==> src/rtl/uart_rx_pkg.sv <==
package uart_rx_pkg;
  typedef enum logic [1:0] {
    REG_STAT = 2'd0,
    REG_DATA = 2'd1,
    REG_BAUD = 2'd2
  } reg_sel_e;

  typedef enum logic {
    RX_IDLE = 1'b0,
    RX_BUSY = 1'b1
  } rx_state_e;

  localparam int STAT_FULL = 5;
  localparam int STAT_OVR  = 3;
  localparam int STAT_NF   = 2;
  localparam int STAT_FE   = 1;

  function automatic logic [3:0] pre_div(input logic [1:0] sel);
    case (sel)
      2'd0:    return 4'd1;
      2'd1:    return 4'd3;
      2'd2:    return 4'd4;
      default: return 4'd13;
    endcase
  endfunction
endpackage

==> src/rtl/rx_tick_gen.sv <==
module rx_tick_gen
  import uart_rx_pkg::*;
#(
  parameter int RATE_W = 3
) (
  input  logic              clk_i,
  input  logic              rst_ni,
  input  logic [1:0]        pre_sel_i,
  input  logic [RATE_W-1:0] rate_sel_i,
  output logic              tick_o
);
  localparam int RCNT_W = (1 << RATE_W) - 1;

  logic [3:0]        pre_cnt_q;
  logic [RCNT_W-1:0] rate_cnt_q, rate_mask;
  logic              pre_tick, rate_wrap;

  assign pre_tick = pre_cnt_q >= (pre_div(pre_sel_i) - 4'd1);

  always_comb begin
    rate_mask = '0;
    for (int i = 0; i < RCNT_W; i++)
      if (i < int'(rate_sel_i)) rate_mask[i] = 1'b1;
  end

  assign rate_wrap = (rate_cnt_q & rate_mask) == rate_mask;
  assign tick_o    = pre_tick && rate_wrap;

  always_ff @(posedge clk_i or negedge rst_ni) begin
    if (!rst_ni) begin
      pre_cnt_q  <= '0;
      rate_cnt_q <= '0;
    end else begin
      pre_cnt_q <= pre_tick ? 4'd0 : pre_cnt_q + 4'd1;
      if (pre_tick) rate_cnt_q <= rate_wrap ? '0 : rate_cnt_q + 1'b1;
    end
  end

  assert_fast_tick_R4: assert property (@(posedge clk_i) disable iff (!rst_ni)
    (pre_sel_i == 2'd0 && rate_sel_i == '0) |-> tick_o);
endmodule

==> src/rtl/rx_frame.sv <==
module rx_frame
  import uart_rx_pkg::*;
#(
  parameter int DATA_W = 8,
  parameter int OVS    = 16
) (
  input  logic              clk_i,
  input  logic              rst_ni,
  input  logic              tick_i,
  input  logic              rx_i,
  output logic              done_o,
  output logic [DATA_W-1:0] data_o,
  output logic              nf_o,
  output logic              fe_o
);
  localparam int CNT_W = $clog2(OVS);
  localparam int BIT_W = $clog2(DATA_W + 2);
  localparam int MID   = OVS / 2;

  rx_state_e         state_q;
  logic [1:0]        sync_q;
  logic [CNT_W-1:0]  cnt_q;
  logic [BIT_W-1:0]  bit_q;
  logic              s_lo_q, s_mid_q, noise_q;
  logic [DATA_W-1:0] shreg_q;
  logic              rx_s, maj, dis;

  assign rx_s = sync_q[1];
  assign maj  = (s_lo_q & s_mid_q) | (s_lo_q & rx_s) | (s_mid_q & rx_s);
  assign dis  = !((s_lo_q == s_mid_q) && (s_mid_q == rx_s));

  always_ff @(posedge clk_i or negedge rst_ni) begin
    if (!rst_ni) begin
      sync_q  <= 2'b11;
      state_q <= RX_IDLE;
      cnt_q   <= '0;
      bit_q   <= '0;
      s_lo_q  <= 1'b1;
      s_mid_q <= 1'b1;
      noise_q <= 1'b0;
      shreg_q <= '0;
      done_o  <= 1'b0;
      data_o  <= '0;
      nf_o    <= 1'b0;
      fe_o    <= 1'b0;
    end else begin
      sync_q <= {sync_q[0], rx_i};
      done_o <= 1'b0;
      if (tick_i) begin
        if (state_q == RX_IDLE) begin
          if (!rx_s) begin
            state_q <= RX_BUSY;
            cnt_q   <= CNT_W'(1);
            bit_q   <= '0;
            noise_q <= 1'b0;
          end
        end else begin
          cnt_q <= cnt_q + 1'b1;
          if (cnt_q == CNT_W'(MID - 1)) s_lo_q  <= rx_s;
          if (cnt_q == CNT_W'(MID))     s_mid_q <= rx_s;
          if (cnt_q == CNT_W'(MID + 1)) begin
            noise_q <= noise_q | dis;
            if (bit_q == '0) begin
              if (maj) state_q <= RX_IDLE;  // false start
            end else if (bit_q <= BIT_W'(DATA_W)) begin
              shreg_q <= {maj, shreg_q[DATA_W-1:1]};
            end else begin
              done_o  <= 1'b1;
              data_o  <= shreg_q;
              nf_o    <= noise_q | dis;
              fe_o    <= !maj;
              state_q <= RX_IDLE;
            end
          end
          if (cnt_q == CNT_W'(OVS - 1)) bit_q <= bit_q + 1'b1;
        end
      end
    end
  end

  assert_done_pulse_R5: assert property (@(posedge clk_i) disable iff (!rst_ni)
    done_o |=> !done_o);
endmodule

==> src/rtl/uart_rx_status.sv <==
module uart_rx_status
  import uart_rx_pkg::*;
#(
  parameter int DATA_W = 8,
  parameter int RATE_W = 3,
  parameter int OVS    = 16
) (
  input  logic       clk_i,
  input  logic       rst_ni,
  input  logic       rx_i,
  input  logic [1:0] addr_i,
  input  logic [7:0] wdata_i,
  input  logic       wr_i,
  input  logic       rd_i,
  output logic [7:0] rdata_o
);
  logic [1:0]        pre_q;
  logic [RATE_W-1:0] rate_q;
  logic              tick;
  logic              rx_done, rx_nf, rx_fe;
  logic [DATA_W-1:0] rx_data, data_q;
  logic              full_q, ovr_q, nf_q, fe_q, armed_q;
  logic              st_rd, dt_rd, clr, baud_wr;
  logic [7:0]        rd_mux;
  logic              unused_wbits;

  assign unused_wbits = ^{wdata_i[7:6], wdata_i[3]};

  assign st_rd   = rd_i && (addr_i == REG_STAT);
  assign dt_rd   = rd_i && (addr_i == REG_DATA);
  assign clr     = dt_rd && armed_q;
  assign baud_wr = wr_i && (addr_i == REG_BAUD);

  rx_tick_gen #(.RATE_W(RATE_W)) u_tick (
    .clk_i, .rst_ni, .pre_sel_i(pre_q), .rate_sel_i(rate_q), .tick_o(tick)
  );

  rx_frame #(.DATA_W(DATA_W), .OVS(OVS)) u_frame (
    .clk_i, .rst_ni, .tick_i(tick), .rx_i,
    .done_o(rx_done), .data_o(rx_data), .nf_o(rx_nf), .fe_o(rx_fe)
  );

  // rate select deliberately survives reset
  always_ff @(posedge clk_i) begin
    if (baud_wr) rate_q <= wdata_i[RATE_W-1:0];
  end

  always_ff @(posedge clk_i or negedge rst_ni) begin
    if (!rst_ni) pre_q <= '0;
    else if (baud_wr) pre_q <= wdata_i[5:4];
  end

  always_ff @(posedge clk_i or negedge rst_ni) begin
    if (!rst_ni) begin
      data_q  <= '0;
      full_q  <= 1'b0;
      ovr_q   <= 1'b0;
      nf_q    <= 1'b0;
      fe_q    <= 1'b0;
      armed_q <= 1'b0;
    end else begin
      if (clr) begin
        {full_q, ovr_q, nf_q, fe_q} <= '0;
        armed_q <= 1'b0;
      end else if (st_rd) begin
        armed_q <= 1'b1;
      end
      // a clearing read in the same cycle frees the register first
      if (rx_done) begin
        if (full_q && !clr) begin
          ovr_q <= 1'b1;
        end else begin
          data_q <= rx_data;
          full_q <= 1'b1;
          nf_q   <= rx_nf;
          fe_q   <= rx_fe;
        end
      end
    end
  end

  always_comb begin
    rd_mux = '0;
    case (addr_i)
      REG_STAT: begin
        rd_mux[STAT_FULL] = full_q;
        rd_mux[STAT_OVR]  = ovr_q;
        rd_mux[STAT_NF]   = nf_q;
        rd_mux[STAT_FE]   = fe_q;
      end
      REG_DATA: rd_mux = 8'(data_q);
      REG_BAUD: rd_mux = {2'b00, pre_q, 1'b0, 3'(rate_q)};
      default:  rd_mux = '0;
    endcase
  end

  always_ff @(posedge clk_i or negedge rst_ni) begin
    if (!rst_ni) rdata_o <= '0;
    else if (rd_i) rdata_o <= rd_mux;
  end

  assert_ovr_keeps_data_R8: assert property (@(posedge clk_i) disable iff (!rst_ni)
    (rx_done && full_q && !clr) |=> ($stable(data_q) && ovr_q));

  assert_ovr_masks_fe_R9: assert property (@(posedge clk_i) disable iff (!rst_ni)
    (rx_done && full_q && !clr) |=> $stable(fe_q));

  assert_unarmed_read_inert_R10: assert property (@(posedge clk_i) disable iff (!rst_ni)
    (dt_rd && !armed_q && !rx_done) |=>
      ($stable(full_q) && $stable(ovr_q) && $stable(nf_q) && $stable(fe_q)));

  assert_flag_drop_needs_clear_R10: assert property (@(posedge clk_i) disable iff (!rst_ni)
    ($fell(nf_q) || $fell(fe_q) || $fell(ovr_q)) |-> $past(clr));
endmodule

==> config.mk <==
export PLATFORM = sky130hd
export DESIGN_NAME = uart_rx_status
export DESIGN_NICKNAME = d
export VERILOG_FILES = /design/src/rtl/uart_rx_pkg.sv /design/src/rtl/rx_tick_gen.sv /design/src/rtl/rx_frame.sv /design/src/rtl/uart_rx_status.sv
export SDC_FILE = /design/constraint.sdc
export NUM_CORES = 1
export LEC_CHECK = 0
export ABC_CLOCK_PERIOD_IN_PS = 3600
export CAP_MARGIN = 30
export CORE_MARGIN = 4
export CORE_UTILIZATION = 43
export DETAILED_ROUTE_END_ITERATION = 12
export PLACE_DENSITY = 0.72
export SYNTH_ARGS = -nofsm -noshare
export SYNTH_HDL_FRONTEND = slang
export SYNTH_SLANG_ARGS = --single-unit
export TNS_END_PERCENT = 50
==> constraint.sdc <==
create_clock -name clk_i -period 3.6 [get_ports clk_i]
set_clock_uncertainty 0.1 [all_clocks]
set_input_delay 0.72 -clock clk_i [delete_from_list [all_inputs] [get_ports clk_i]]
set_output_delay 0.72 -clock clk_i [all_outputs]
set_load 0.05 [all_outputs]
==> results.toml <==
[worst_setup_path]
cp_max_fo = 15
cp_cell_sequence = "inv_1, ha_1, ha_1, nand2b_1, a2111oi_0, or2_2, buf_4, or4_1, mux2_2"
start_kind = "register"
worstSetupEndpointType = "register"
crit_start = "pre_q[0]"
r2r-start = "pre_q[0]"
slowest_stage = "a2111oi_0"
max_stage_delay_ns = 0.54
reg2reg_slack_ns = 0.81
r2r_cells = 9
critPathMostFrequentCell = "ha_1"
cp.required_ns = 3.76
worstReg2RegEnd = "u_frame.s_lo_q"
critPathArrivalTime_ns = 2.95
worstSetupPathType = "reg -> reg"
endpoint = "u_frame.s_lo_q"

[yosys]
yosys_warnings = 0
synth_top_area_cell = "dfrtp_1"
avgSynthCellArea_um2 = 11.5
synth_edf_count = 3
ys_seq_area_share_pct = 52.7
ys_top_cells_by_area = "dfrtp_1, ha_1, mux2_2"
synth_common_cells = "dfrtp_1, inv_1, mux2_2"
synth_top_area_share_pct = 46.9
synthFlopType = "dfrtp_1"
synth_seq_cells = 70
ys_types = 47
async_flop_share_pct = 95.7
synth_area_um2 = 3360
postSynthCellCount = 292
synth.net_count = 326
synth.most_common_cell = "dfrtp_1"

[sta]
slew_headroom_pct = 52.0
fin_ws_ns = 0.807
min_period_ns = 2.79
slew_violations = 0
worstMarginPinSlew_ns = 0.718
tns_ns = 0
hold_slack_ns = 0.221
finalHoldViolCount = 0
rsz0062_at_grt = "no"
timing.fmax_mhz = 358
setup_viol = 0
fin_crit_sh_pct = 77.6

[power]
seq_power_share_pct = 46.2
leakage_uw = 0.00178
pwr-share-comb_pct = 25.5
ir_drop_v = 0.000383
p_per_area_nw_per_um2 = 568
clkPwrFrac_pct = 28.3
swShare_pct = 34.8
p_int_uw = 1430
p_sw_uw = 765

[placed_design]
place.port_buffers = 19
place_congestion = 0.800
pre_cts_ws_ns = 0.684
dp_hpwl_um = 4420

[floorplanning]
top_level_ports = 23
fp-row-count = 31
initial_core_util_pct = 45.4
fp.dieW_um = 96.4
core-area_um2 = 7410
die_y_um = 96.4
die-area_um2 = 9300

[route]
routed_wl_um = 6120
drt_iter0_drc = 76
routed_via_density = 5.39
drtAntennaViolNets = 0
avgRoutedWirePerCell_um = 14.5
vias = 2274
dr.pass1.iters = 5
drc = 0

[grt]
antenna_found_initial = 0
grt_pass1_vias = 2307
track_usage_pct = 15.3
overflow = 0
grt_pass1_wl_um = 10800
grt_max_degree = 31

[final_layout]
layout-drive-gt1-share_pct = 18.6
utilization_pct = 52.2
nets = 352
area_growth_pct = 15.0
antennaDiodeCount = 0

[cts]
post_cts_buffers = 0
cts_buffers = 9
cts-resized-gates = 0
cts_buffer_depth = 2
cts.clk_slew.worst_paths_ns = 0.08
clk_latency_ns = 0.34
clock-sinks = 70
htreeDepth = 3
cts_root_buf = "clkbuf_8"
cts_hold_buf = 0
cts_tree = "yes"

[flow_run]
maxCapViolCount = 0

[worst_hold_path]
hold_path_class = "in -> async"

[outcome]
outcome = "completed"
[critical path, delay by kind of cell (launching register included)]
| family | cells | cell delay, ns |
|---|---|---|
| adder cells (fa/ha/maj) | 2 | 0.46 |
| AND/OR/NAND/NOR | 3 | 0.59 |
| AO/OA/AOI/OAI | 1 | 0.54 |
| multiplexers | 1 | 0.33 |
| buffers and inverters | 2 | 0.31 |
| flip-flops | 1 | 0.39 |
[state kept, by name, summed over array words and instances, names as in the netlist, 2 cells and up]
signal,flops
u_tick.pre_cnt_q,4
u_tick.rate_cnt_q,7
rate_q,3
u_frame.shreg_q,8
u_frame.bit_q,4
u_frame.cnt_q,4
u_frame.sync_q,2
data_q,8
u_frame.data_o,8
rdata_o,8
pre_q,2
[worst min-delay path by stage]
stage / slack (ns) / cells past startpoint / to
detailed placement: 0.25 / 0 / u_frame.sync_q[1]
floorplan: 0.25 / 0 / u_frame.sync_q[1]
global placement: 0.25 / 0 / u_frame.sync_q[1]
global route: 0.25 / 1 / u_frame.shreg_q[6]
finish: 0.22 / 1 / u_frame.shreg_q[6]
CTS: 0.22 / 1 / u_frame.shreg_q[6]
[kinds of logic after synthesis]
family | Yosys count | synth area share, %
xor gates and xnor gates | 2 | 0.521
and+or+nand+nor | 77 | 12.1
muxes | 32 | 11.6
adders and majority gates | 19 | 7.07
AOI/OAI and AO/OA | 58 | 12.0
DFF | 70 | 52.7
buffers and inverters | 34 | 4.02
[metal layers]
metal | vias up | global-route usage [%] | part of all wire (%)
met5 | - | 0 | 0
met4 | 0 | 5.49 | 2.2
met3 | 12 | 5.50 | 4.7
met2 | 50 | 25.0 | 49
met1 | 1098 | 18.8 | 44
li1 | 1114 | - | -
[layout make-up]
class | count | area, um2
Inverter | 24 | 90.1
Clock buffer | 9 | 124
Tap cell | 99 | 124
Multi-Input combinational cell | 188 | 1460
Clock inverter | 7 | 71.3
Sequential cell | 70 | 1770
Timing Repair Buffer | 25 | 230
Fill cell | 635 | 3540
[power groups by stage]
| stage | registers (uW) | clock network (uW) | logic [uW] |
|---|---|---|---|
| final | 1020 | 621 | 561 |
| after global routing | 1040 | 676 | 646 |
| after detailed placement | 1030 | 0 | 559 |
| after global placement | 1020 | 0 | 537 |
| after CTS | 1010 | 640 | 562 |
| after floorplan | 986 | 0 | 427 |
[cell usage in the layout, fill, tap and decap left out, types with 6 or more instances in the layout]
| cell | Yosys | routed |
|---|---|---|
| inv_1 | 24 | 24 |
| clkbuf_8 | 0 | 9 |
| dfrtp_1 | 63 | 63 |
| nand2_1 | 18 | 18 |
| o31ai_1 | 7 | 7 |
| nor2_1 | 10 | 10 |
| mux2_2 | 20 | 20 |
| buf_4 | 0 | 6 |
| o22ai_1 | 6 | 6 |
| o21ai_0 | 11 | 11 |
| ha_1 | 19 | 19 |
| a21oi_1 | 7 | 7 |
| mux2_4 | 9 | 9 |
| clkdlybuf4s50_1 | 0 | 18 |
| nand3_1 | 15 | 15 |
[stage by stage]
step / total power [uW] / area [um2] / std cells
after floorplan: 1410 / 3360 / 292
after global placement: 1560 / 3670 / 406
after detailed placement: 1590 / 3670 / 406
after CTS: 2220 / 3870 / 422
after global routing: 2360 / 3870 / 422
final: 2200 / 3870 / 422
Note: power is estimated with default switching activity, not from simulation.
